**src/rtl/dma_evt_pkg.sv**
```systemverilog
package dma_evt_pkg;

    localparam int DATA_W = 32;
    localparam int SEL_W  = 2;

    typedef enum logic [SEL_W-1:0] {
        SEL_MASK   = 2'd0,
        SEL_ACK    = 2'd1,
        SEL_STATUS = 2'd2,
        SEL_FAULT  = 2'd3
    } reg_sel_e;

    typedef struct packed {
        logic               we;
        reg_sel_e           sel;
        logic [DATA_W-1:0]  data;
    } reg_wr_t;

    // thread k's index field inside a packed per-thread index bus
    function automatic int idx_lsb(input int thread, input int idx_w);
        return thread * idx_w;
    endfunction

endpackage

```
**src/rtl/dma_evt_decode.sv**
```systemverilog
module dma_evt_decode
    import dma_evt_pkg::*;
#(
    parameter int NUM_EVT = 32,
    parameter int NUM_THR = 9,
    parameter int IDX_W   = 5
) (
    input  logic [NUM_THR-1:0]       sev_valid,
    input  logic [NUM_THR*IDX_W-1:0] sev_idx,
    input  logic [NUM_EVT-1:0]       route_mask,
    output logic [NUM_EVT-1:0]       irq_set,
    output logic [NUM_EVT-1:0]       evt_set
);

    logic [NUM_EVT-1:0] any_req;

    always_comb begin
        any_req = '0;
        for (int t = 0; t < NUM_THR; t++) begin
            if (sev_valid[t]) begin
                any_req[sev_idx[idx_lsb(t, IDX_W) +: IDX_W]] = 1'b1;
            end
        end
    end

    assign irq_set = any_req & route_mask;
    assign evt_set = any_req & ~route_mask;

endmodule

```
**src/rtl/dma_evt_irq_bank.sv**
```systemverilog
module dma_evt_irq_bank #(
    parameter int NUM_EVT = 32
) (
    input  logic               clk,
    input  logic               rst,
    input  logic [NUM_EVT-1:0] set_vec,
    input  logic [NUM_EVT-1:0] clr_vec,
    output logic [NUM_EVT-1:0] irq_q
);

    for (genvar n = 0; n < NUM_EVT; n++) begin : g_line
        always_ff @(posedge clk) begin
            if (rst) begin
                irq_q[n] <= 1'b0;
            end else if (set_vec[n]) begin
                irq_q[n] <= 1'b1;
            end else if (clr_vec[n]) begin
                irq_q[n] <= 1'b0;
            end
        end
    end

endmodule

```
**src/rtl/dma_evt_sync.sv**
```systemverilog
module dma_evt_sync
    import dma_evt_pkg::*;
#(
    parameter int NUM_EVT = 32,
    parameter int NUM_THR = 9,
    parameter int IDX_W   = 5
) (
    input  logic                     clk,
    input  logic                     rst,
    input  logic [NUM_EVT-1:0]       evt_set,
    input  logic [NUM_THR-1:0]       wait_valid,
    input  logic [NUM_THR*IDX_W-1:0] wait_idx,
    output logic [NUM_THR-1:0]       release_o,
    output logic [NUM_EVT-1:0]       pend_q
);

    logic [NUM_EVT-1:0] served;

    always_comb begin
        served    = '0;
        release_o = '0;
        for (int t = 0; t < NUM_THR; t++) begin
            if (wait_valid[t] && pend_q[wait_idx[idx_lsb(t, IDX_W) +: IDX_W]]) begin
                release_o[t] = 1'b1;
                served[wait_idx[idx_lsb(t, IDX_W) +: IDX_W]] = 1'b1;
            end
        end
    end

    always_ff @(posedge clk) begin
        if (rst) begin
            pend_q <= '0;
        end else begin
            pend_q <= (pend_q & ~served) | evt_set;
        end
    end

endmodule

```
**src/rtl/dma_evt_regs.sv**
```systemverilog
module dma_evt_regs
    import dma_evt_pkg::*;
#(
    parameter int NUM_EVT = 32
) (
    input  logic               clk,
    input  logic               rst,
    input  reg_wr_t            wr,
    input  reg_sel_e           rd_sel,
    input  logic [NUM_EVT-1:0] irq_lvl,
    input  logic               fault_i,
    output logic [NUM_EVT-1:0] route_mask,
    output logic [NUM_EVT-1:0] ack_vec,
    output logic               fault_clr,
    output logic               fault_q,
    output logic [DATA_W-1:0]  rd_data
);

    assign ack_vec   = (wr.we && wr.sel == SEL_ACK) ? wr.data[NUM_EVT-1:0] : '0;
    assign fault_clr = wr.we && wr.sel == SEL_FAULT && wr.data[0];

    always_ff @(posedge clk) begin
        if (rst) begin
            route_mask <= '0;
        end else if (wr.we && wr.sel == SEL_MASK) begin
            route_mask <= wr.data[NUM_EVT-1:0];
        end
    end

    always_ff @(posedge clk) begin
        if (rst) begin
            fault_q <= 1'b0;
        end else if (fault_i) begin
            fault_q <= 1'b1;
        end else if (fault_clr) begin
            fault_q <= 1'b0;
        end
    end

    always_comb begin
        rd_data = '0;
        unique case (rd_sel)
            SEL_MASK:   rd_data = DATA_W'(route_mask);
            SEL_ACK:    rd_data = '0;
            SEL_STATUS: rd_data = DATA_W'(irq_lvl);
            SEL_FAULT:  rd_data = DATA_W'(fault_q);
            default:    rd_data = '0;
        endcase
    end

endmodule

```
**src/rtl/dma_evt_router.sv**
```systemverilog
module dma_evt_router
    import dma_evt_pkg::*;
#(
    parameter int NUM_EVT = 32,
    parameter int NUM_THR = 9,
    localparam int IDX_W  = $clog2(NUM_EVT)
) (
    input  logic                     clk,
    input  logic                     rst,
    input  logic [NUM_THR-1:0]       sev_valid_i,
    input  logic [NUM_THR*IDX_W-1:0] sev_idx_i,
    input  logic [NUM_THR-1:0]       wait_valid_i,
    input  logic [NUM_THR*IDX_W-1:0] wait_idx_i,
    input  logic                     fault_i,
    input  logic                     wr_en_i,
    input  logic [SEL_W-1:0]         wr_sel_i,
    input  logic [DATA_W-1:0]        wr_data_i,
    input  logic [SEL_W-1:0]         rd_sel_i,
    output logic [DATA_W-1:0]        rd_data_o,
    output logic [NUM_EVT-1:0]       irq_o,
    output logic                     fault_irq_o,
    output logic [NUM_THR-1:0]       release_o
);

    reg_wr_t            wr;
    logic [NUM_EVT-1:0] route_mask;
    logic [NUM_EVT-1:0] ack_vec;
    logic [NUM_EVT-1:0] irq_set;
    logic [NUM_EVT-1:0] evt_set;
    logic [NUM_EVT-1:0] pend_q;
    logic               fault_clr;

    assign wr.we   = wr_en_i;
    assign wr.sel  = reg_sel_e'(wr_sel_i);
    assign wr.data = wr_data_i;

    dma_evt_regs #(.NUM_EVT(NUM_EVT)) u_regs (
        .clk        (clk),
        .rst        (rst),
        .wr         (wr),
        .rd_sel     (reg_sel_e'(rd_sel_i)),
        .irq_lvl    (irq_o),
        .fault_i    (fault_i),
        .route_mask (route_mask),
        .ack_vec    (ack_vec),
        .fault_clr  (fault_clr),
        .fault_q    (fault_irq_o),
        .rd_data    (rd_data_o)
    );

    dma_evt_decode #(.NUM_EVT(NUM_EVT), .NUM_THR(NUM_THR), .IDX_W(IDX_W)) u_dec (
        .sev_valid  (sev_valid_i),
        .sev_idx    (sev_idx_i),
        .route_mask (route_mask),
        .irq_set    (irq_set),
        .evt_set    (evt_set)
    );

    dma_evt_irq_bank #(.NUM_EVT(NUM_EVT)) u_irq (
        .clk     (clk),
        .rst     (rst),
        .set_vec (irq_set),
        .clr_vec (ack_vec),
        .irq_q   (irq_o)
    );

    dma_evt_sync #(.NUM_EVT(NUM_EVT), .NUM_THR(NUM_THR), .IDX_W(IDX_W)) u_sync (
        .clk        (clk),
        .rst        (rst),
        .evt_set    (evt_set),
        .wait_valid (wait_valid_i),
        .wait_idx   (wait_idx_i),
        .release_o  (release_o),
        .pend_q     (pend_q)
    );

endmodule

```
**config.mk**
```make
export PLATFORM = sky130hd
export DESIGN_NAME = dma_evt_router
export DESIGN_NICKNAME = d
export VERILOG_FILES = /design/src/rtl/dma_evt_pkg.sv /design/src/rtl/dma_evt_decode.sv /design/src/rtl/dma_evt_irq_bank.sv /design/src/rtl/dma_evt_sync.sv /design/src/rtl/dma_evt_regs.sv /design/src/rtl/dma_evt_router.sv
export SDC_FILE = /design/constraint.sdc
export NUM_CORES = 1
export LEC_CHECK = 0
export CAP_MARGIN = 25
export CORE_MARGIN = 2
export CORE_UTILIZATION = 40
export CTS_CLUSTER_SIZE = 30
export DETAILED_ROUTE_END_ITERATION = 10
export DONT_BUFFER_PORTS = 1
export PLACE_DENSITY = 0.54
export SYNTH_ARGS = -nofsm -noshare
export SYNTH_HDL_FRONTEND = slang
export SYNTH_SLANG_ARGS = --single-unit
```
**constraint.sdc**
```tcl
create_clock -name clk -period 3.9 [get_ports clk]
set_input_delay 0.78 -clock clk [delete_from_list [all_inputs] [get_ports clk]]
set_output_delay 0.78 -clock clk [all_outputs]
set_load 0.01 [all_outputs]
```
## Word-level counts from Yosys, hierarchy flattened

Index checks and enable logic that the tools add are counted.

| word-level totals | value |
|---|---|
| register bits | 97 |
| word-level logic and storage cells | 313 |
| output and inout bits | 74 |
| input bits | 148 |

| cells by class | value |
|---|---|
| mux-type cells | 149 |
| reductions and logical operators | 66 |
| equality and inequality tests | 5 |
| order comparisons | 36 |
| bitwise gates (word level) | 22 |

Operators with widths:

| cell | count |
|---|---|
| $mux 32 | 19 |
| $or 32x32->32 | 17 |
| $pmux 32 s4 | 1 |
| $lt 5x6->1 const B | 18 |
| $mux 1 | 102 |
| $and 32x32->32 | 3 |
| $demux 1 s5 | 18 |
| $ge 5x1->1 const B | 18 |
| $reduce_bool 2->1 | 33 |
| $not 32->32 | 2 |
| $bmux 1 s5 | 9 |
| $logic_and 1x1->1 | 31 |
| $eq 2x2->1 const B | 3 |
| $eq 2x1->1 const B | 2 |
| $logic_not 2->1 | 2 |

## Logic depth before layout (Yosys ltp)

| depth | value |
|---|---|
| word-level depth | 24 |
| gate-level depth with buffers | 10 |
| gate-level depth less buffers | 7 |

## Modules after synthesis

Synthesis repeated with hierarchy kept, for this count alone.

| second synthesis, totals | value |
|---|---|
| cell total of the unflattened synthesis | 1721 |
| area total of the unflattened synthesis | 12932.4 µm² |

By module, submodules not included:

| module | sequential area each (µm²) | cells each | times used | area an instance (µm²) |
|---|---|---|---|---|
| dma_evt_sync | 640.6 | 919 | 1 | 6847.8 |
| dma_evt_decode | 0.0 | 417 | 1 | 2681.3 |
| dma_evt_regs | 660.6 | 254 | 1 | 2248.4 |
| dma_evt_irq_bank | 640.6 | 131 | 1 | 1154.9 |

## Worst setup path after synthesis

No wires, ideal clock.

| timing path | value |
|---|---|
| path type | input to output |
| start | in wait_idx_i[1] |
| end | out release_o[0] |
| path buffers | 3 |
| required time | 3.120 ns |
| stages on the path | 7 |
| setup slack | 0.460 ns |
| data arrival time | 2.660 ns |
| path through | clkbuf_1 -> clkbuf_1 -> mux4_2 -> a22oi_1 -> o211ai_1 -> clkbuf_1 -> and2_1 |

| on the way | value |
|---|---|
| word-level cells in the longest chain between the ends | 4 |

Ends and longest elaborated chain:

| item | RTL line | text |
|---|---|---|
| from (decl) | dma_evt_router.sv:13 | `input logic [NUM_THR*IDX_W-1:0] wait_idx_i,` |
| $bmux 1 s5 | dma_evt_sync.sv:23 | `if (wait_valid[t] && pend_q[wait_idx[idx_lsb(t, IDX_W) +: IDX_W]]) begin` |
| $mux 1 (implied by the code) | dma_evt_sync.sv:23 |  |
| $logic_and 1x1->1 | dma_evt_sync.sv:23 |  |
| $mux 1 | dma_evt_sync.sv:23 |  |
| to (decl) | dma_evt_router.sv:22 | `output logic [NUM_THR-1:0] release_o` |

No other way between the ends. The select of a mux whose other input is x is not followed.

## Final worst setup path

| timing path | value |
|---|---|
| start | reg u_sync.pend_q[9] |
| end | out release_o[4] |

| on the way | value |
|---|---|
| word-level cells in the longest chain between the ends | 4 |

Ends and longest elaborated chain:

| item | RTL line | text |
|---|---|---|
| from (decl) | dma_evt_sync.sv:14 | `output logic [NUM_EVT-1:0] pend_q` |
| from (signal assigned) | dma_evt_sync.sv:34 | `pend_q <= (pend_q & ~served) \| evt_set;` |
| $bmux 1 s5 | dma_evt_sync.sv:23 |  |
| $mux 1 (implied by the code) | dma_evt_sync.sv:23 |  |
| $logic_and 1x1->1 | dma_evt_sync.sv:23 |  |
| $mux 1 | dma_evt_sync.sv:23 |  |

No other way between the ends. The select of a mux whose other input is x is not followed.

==> flow_summary.html <==
<table>
<tr><th>Metric</th><th>Value</th></tr>
<tr><th colspan="2">Outcome</th></tr>
<tr><td>Result of the run</td><td>finished clean</td></tr>
<tr><th colspan="2">Synthesis</th></tr>
<tr><td>Count of flip-flops with a built-in enable after synthesis</td><td>0</td></tr>
<tr><td>Most instantiated cells after synthesis</td><td>sky130_fd_sc_hd__nand2_1 (240), sky130_fd_sc_hd__nor2_1 (199), sky130_fd_sc_hd__clkbuf_1 (132)</td></tr>
<tr><td>Cell area after synthesis</td><td>12,120 sq um</td></tr>
<tr><td>Synth Register Bits</td><td>97</td></tr>
<tr><td>Prevailing post-synth register cell</td><td>sky130_fd_sc_hd__dfxtp_1</td></tr>
<tr><td>Seq/Total Area, Yosys</td><td>16.02%</td></tr>
<tr><td>Library cell with the highest instance count after synthesis</td><td>sky130_fd_sc_hd__nand2_1</td></tr>
<tr><td>Post-synth cell types</td><td>71</td></tr>
<tr><td>Fraction of post-synthesis cell area in the top cell type by area</td><td>16.02%</td></tr>
<tr><td>Cells taking the most area after synthesis</td><td>sky130_fd_sc_hd__dfxtp_1 (16%), sky130_fd_sc_hd__mux2i_1 (9.9%), sky130_fd_sc_hd__nand2_1 (7.4%)</td></tr>
<tr><td>Post-synthesis instance total</td><td>1,755</td></tr>
<tr><td>Post-synth net total</td><td>1,903</td></tr>
<tr><td>Post-Syn Area per Cell</td><td>6.908 sq um</td></tr>
<tr><td>Warnings, synthesis</td><td>0</td></tr>
<tr><td>Share of synthesized flip-flops with an asynchronous set or reset</td><td>0%</td></tr>
<tr><td>Cell taking the most area after synthesis</td><td>sky130_fd_sc_hd__dfxtp_1</td></tr>
<tr><th colspan="2">Power</th></tr>
<tr><td>Sequential share of power</td><td>39.2%</td></tr>
<tr><td>Switching power summed over all nets</td><td>1.285 mW</td></tr>
<tr><td>IR Drop Worst-Case VDD</td><td>215.4 uV</td></tr>
<tr><td>Share of total power consumed by net switching</td><td>40.84%</td></tr>
<tr><td>Power Density</td><td>248.9 nW/um^2</td></tr>
<tr><td>Total internal power</td><td>1.861 mW</td></tr>
<tr><td>Share of total power in combinational logic</td><td>30.3%</td></tr>
<tr><td>Cell leakage power</td><td>4.007 nW</td></tr>
<tr><td>Part of the power in the clock network</td><td>30.5%</td></tr>
<tr><th colspan="2">Global route</th></tr>
<tr><td>Initial antenna violation count</td><td>1</td></tr>
<tr><td>Aggregate global-route resource usage</td><td>44.50%</td></tr>
<tr><td>Via count of the first global-routing pass</td><td>13,970</td></tr>
<tr><td>Sum of overflow across all layers after global routing</td><td>0</td></tr>
<tr><td>First-pass GRT wire length</td><td>101.4 mm</td></tr>
<tr><td>Largest net degree at the start of global routing</td><td>103</td></tr>
<tr><th colspan="2">Cells and area</th></tr>
<tr><td>Area of all placed cells without fillers</td><td>12,640 sq um</td></tr>
<tr><td>Share of cells above drive strength 1</td><td>8.494%</td></tr>
<tr><td>Synth-to-layout area growth</td><td>4.273%</td></tr>
<tr><td>Final antenna diode count</td><td>0</td></tr>
<tr><td>NumNets Final</td><td>1,803</td></tr>
<tr><th colspan="2">Setup path</th></tr>
<tr><td>Worst Setup Path Type</td><td>flip-flop to output port</td></tr>
<tr><td>Length in cells of the worst reg-to-reg path</td><td>8</td></tr>
<tr><td>Critical Path RT</td><td>3.12 ns</td></tr>
<tr><td>Internal reg-to-reg setup slack</td><td>0.57 ns</td></tr>
<tr><td>Data arrival time of the worst path</td><td>3.01 ns</td></tr>
<tr><td>Largest driver fanout on the critical path</td><td>10</td></tr>
<tr><td>Critical R2R Capture</td><td>u_sync.pend_q[12]</td></tr>
<tr><td>Kind of start point of the critical path</td><td>flip-flop</td></tr>
<tr><td>Startpoint of the most critical register-to-register path</td><td>u_sync.pend_q[15]</td></tr>
<tr><td>CP peak stage delay</td><td>0.65 ns</td></tr>
<tr><td>Sequence of cells on the critical path</td><td>mux2i_1 &gt; nor3_1 &gt; o41ai_1 &gt; nand3_1 &gt; nor2_1 &gt; nor2b_1</td></tr>
<tr><td>Critical path's slowest cell</td><td>sky130_fd_sc_hd__dfxtp_1</td></tr>
<tr><td>Last element of the critical path</td><td>release_o[4]</td></tr>
<tr><td>Crit. Startpoint</td><td>u_sync.pend_q[9]</td></tr>
<tr><td>Type of element capturing the critical path</td><td>output port</td></tr>
<tr><th colspan="2">Timing</th></tr>
<tr><td>Count of final setup violators</td><td>0</td></tr>
<tr><td>Setup skew after layout</td><td>0.01737 ns</td></tr>
<tr><td>Worst Slack Setup Final</td><td>0.1080 ns</td></tr>
<tr><td>Achievable Freq</td><td>263.7 MHz</td></tr>
<tr><td>Final setup TNS</td><td>0 ns</td></tr>
<tr><td>Setup repair after global routing missed its margin</td><td>no</td></tr>
<tr><td>Number of endpoints with negative hold slack in the final report</td><td>0</td></tr>
<tr><td>Transition time at the pin with the least slew margin</td><td>1.029 ns</td></tr>
<tr><td>Max-slew headroom at the worst pin</td><td>31.33%</td></tr>
<tr><td>Final critical-path required period</td><td>3.792 ns</td></tr>
<tr><td>Share of the cycle needed by the critical path after routing</td><td>97.23%</td></tr>
<tr><td>Final count of pins violating max slew</td><td>0</td></tr>
<tr><th colspan="2">Clock tree</th></tr>
<tr><td>H-tree Lvls</td><td>3</td></tr>
<tr><td>Clock buffer count from CTS</td><td>9</td></tr>
<tr><td>Source-to-sink clock delay at the later pin of the worst-skew pair</td><td>0.37 ns</td></tr>
<tr><td>CTS Hold Bufs</td><td>0</td></tr>
<tr><td>Clock Tree Buf Depth</td><td>2</td></tr>
<tr><td>Number of sinks driven by the clock tree</td><td>97</td></tr>
<tr><td>CTS Root Cell</td><td>sky130_fd_sc_hd__clkbuf_16</td></tr>
<tr><td>Post-cts repair resize count</td><td>0</td></tr>
<tr><td>Post-CTS Repair Setup Buffers</td><td>0</td></tr>
<tr><td>CTS tree</td><td>done</td></tr>
<tr><td>Clock slew at the register clock pins of the worst setup and hold paths</td><td>0.09 ns</td></tr>
<tr><th colspan="2">Drt</th></tr>
<tr><td>Via density per instance</td><td>7.614</td></tr>
<tr><td>Detailed router's first-iteration violation count</td><td>2,861</td></tr>
<tr><td>Wire per inst</td><td>35.57 um</td></tr>
<tr><td>DRC errors left</td><td>0</td></tr>
<tr><td>Count of vias placed by the detailed router</td><td>15,610</td></tr>
<tr><td>Detailed-routing iteration count for the pre-antenna-repair pass</td><td>6</td></tr>
<tr><td>Routed wire length</td><td>72.91 mm</td></tr>
<tr><td>Count of nets left with antenna violations after detail routing</td><td>0</td></tr>
<tr><th colspan="2">Placement</th></tr>
<tr><td>Quantity of I/O buffers inserted on ports</td><td>0</td></tr>
<tr><td>Final weighted congestion in routability-driven placement</td><td>1.122</td></tr>
<tr><td>Post-placement worst setup slack</td><td>0.5571 ns</td></tr>
<tr><td>Placed Instance Area</td><td>12,320 sq um</td></tr>
<tr><td>Final HPWL DP</td><td>54.55 mm</td></tr>
<tr><th colspan="2">Die</th></tr>
<tr><td>Width of the chip</td><td>178.1 um</td></tr>
<tr><td>Area of the core region</td><td>29,720 sq um</td></tr>
<tr><td>Number of placed I/O pins</td><td>222</td></tr>
<tr><td>Die area</td><td>31,720 sq um</td></tr>
<tr><td>Effective utilization at floorplan</td><td>40.79%</td></tr>
<tr><td>DIE HEIGHT</td><td>178.1 um</td></tr>
<tr><td>Site Rows</td><td>63</td></tr>
<tr><th colspan="2">Run</th></tr>
<tr><td>Total of max-cap violations</td><td>0</td></tr>
<tr><th colspan="2">Min path</th></tr>
<tr><td>Min-delay worst type</td><td>primary input to flip-flop</td></tr>
</table>
final cells by class:
cell class	instances	area, sq um
fillers	3189	17080
multi-input cells	1494	9547
flip-flops and latches	97	1942
well taps	390	488.0
repair buffers	39	292.8
clock buffers	9	225.2
clock inverters	7	93.84
inverters	14	52.55
cell families (layout without fill, tap and decap cells):
family | count (synthesis) | after routing | share of synthesized area [%]
buffers and inverters | 164 | 69 | 5.274
DFF | 97 | 97 | 16.02
muxes | 160 | 160 | 15.30
and+or+nand+nor | 865 | 865 | 36.09
AOI/OAI and AO/OA | 469 | 469 | 27.32
per-stage QoR:
stage | hold slack (ns) | util, % | cells | power, mW
floorplan | 0.4577 | - | 1755 | 1.831
global placement | 0.4681 | 41.46 | 2034 | 2.144
detailed placement | 0.4752 | 41.46 | 2034 | 2.134
CTS | 0.4686 | 42.54 | 2050 | 3.075
global route | 0.4749 | 42.54 | 2050 | 3.201
finish | 0.4745 | 42.54 | 2050 | 3.146
worst min path at each step:
| stage | cells after the start | to | slack, ns | start |
|---|---|---|---|---|
| final | 1 | u_irq.irq_q[22] | 0.47 | rst |
| after global routing | 1 | u_regs.route_mask[25] | 0.47 | rst |
| after CTS | 1 | u_regs.route_mask[31] | 0.47 | rst |
| after detailed placement | 2 | u_regs.route_mask[9] | 0.48 | u_regs.route_mask[9] |
| after global placement | 2 | u_regs.route_mask[8] | 0.47 | u_regs.route_mask[8] |
| after floorplan | 2 | u_regs.route_mask[11] | 0.46 | u_regs.route_mask[11] |
state kept, by name (all words and copies together), names as in the netlist:
register / flops
u_sync.pend_q: 32
u_irq.irq_q: 32
u_regs.fault_q: 1
u_regs.route_mask: 32
cell usage in the layout, fill, tap and decap left out, types with 13 or more instances in the layout:
master / netlist / routed
sky130_fd_sc_hd__o2111ai_1: 17 / 17
sky130_fd_sc_hd__inv_1: 13 / 13
sky130_fd_sc_hd__nand2_1: 240 / 240
sky130_fd_sc_hd__o31ai_1: 30 / 30
sky130_fd_sc_hd__nand2b_1: 35 / 35
sky130_fd_sc_hd__a22oi_1: 37 / 37
sky130_fd_sc_hd__mux2i_1: 120 / 120
sky130_fd_sc_hd__nand3_1: 95 / 95
sky130_fd_sc_hd__nor3b_1: 24 / 23
sky130_fd_sc_hd__buf_4: 1 / 39
sky130_fd_sc_hd__o22a_1: 14 / 14
sky130_fd_sc_hd__and3_1: 14 / 14
sky130_fd_sc_hd__a21oi_1: 58 / 58
sky130_fd_sc_hd__mux4_2: 18 / 18
sky130_fd_sc_hd__nand4_1: 26 / 26
sky130_fd_sc_hd__o221ai_1: 33 / 33
sky130_fd_sc_hd__nand3b_1: 59 / 59
sky130_fd_sc_hd__o211ai_1: 32 / 32
sky130_fd_sc_hd__and2_1: 14 / 14
sky130_fd_sc_hd__or3_1: 22 / 22
sky130_fd_sc_hd__o21ai_0: 28 / 28
sky130_fd_sc_hd__mux2_2: 22 / 22
sky130_fd_sc_hd__o22ai_1: 131 / 131
sky130_fd_sc_hd__dfxtp_1: 97 / 97
sky130_fd_sc_hd__nor3_1: 39 / 39
sky130_fd_sc_hd__nor2b_1: 24 / 24
sky130_fd_sc_hd__or3b_2: 30 / 30
sky130_fd_sc_hd__nor2_1: 199 / 199
critical path: cells and delay by family, from the launching register on:
kind / cells / cell delay, ns
and+or+nand+nor: 4 / 1.22
muxes: 1 / 0.28
DFF: 1 / 0.65
AOI/OAI and AO/OA: 1 / 0.49
routing by layer:
layer  GRT usage [%]  wire length, um  vias up
li1                -                -     6497
met1           62.73            29420     7500
met2           62.27            28810     1366
met4           18.92             4109        0
met5               0                0        -
met3           13.09            10580      246
power groups by stage:
stage,Clock [mW],Sequential [mW],Combinational (mW)
2_1_floorplan,0,1.08,0.756
3_3_place_gp,0,1.23,0.914
3_5_place_dp,0,1.23,0.906
4_1_cts,0.958,1.21,0.910
5_1_grt,0.994,1.22,0.989
6_report,0.960,1.23,0.954
(Power assumes the default switching activity.)
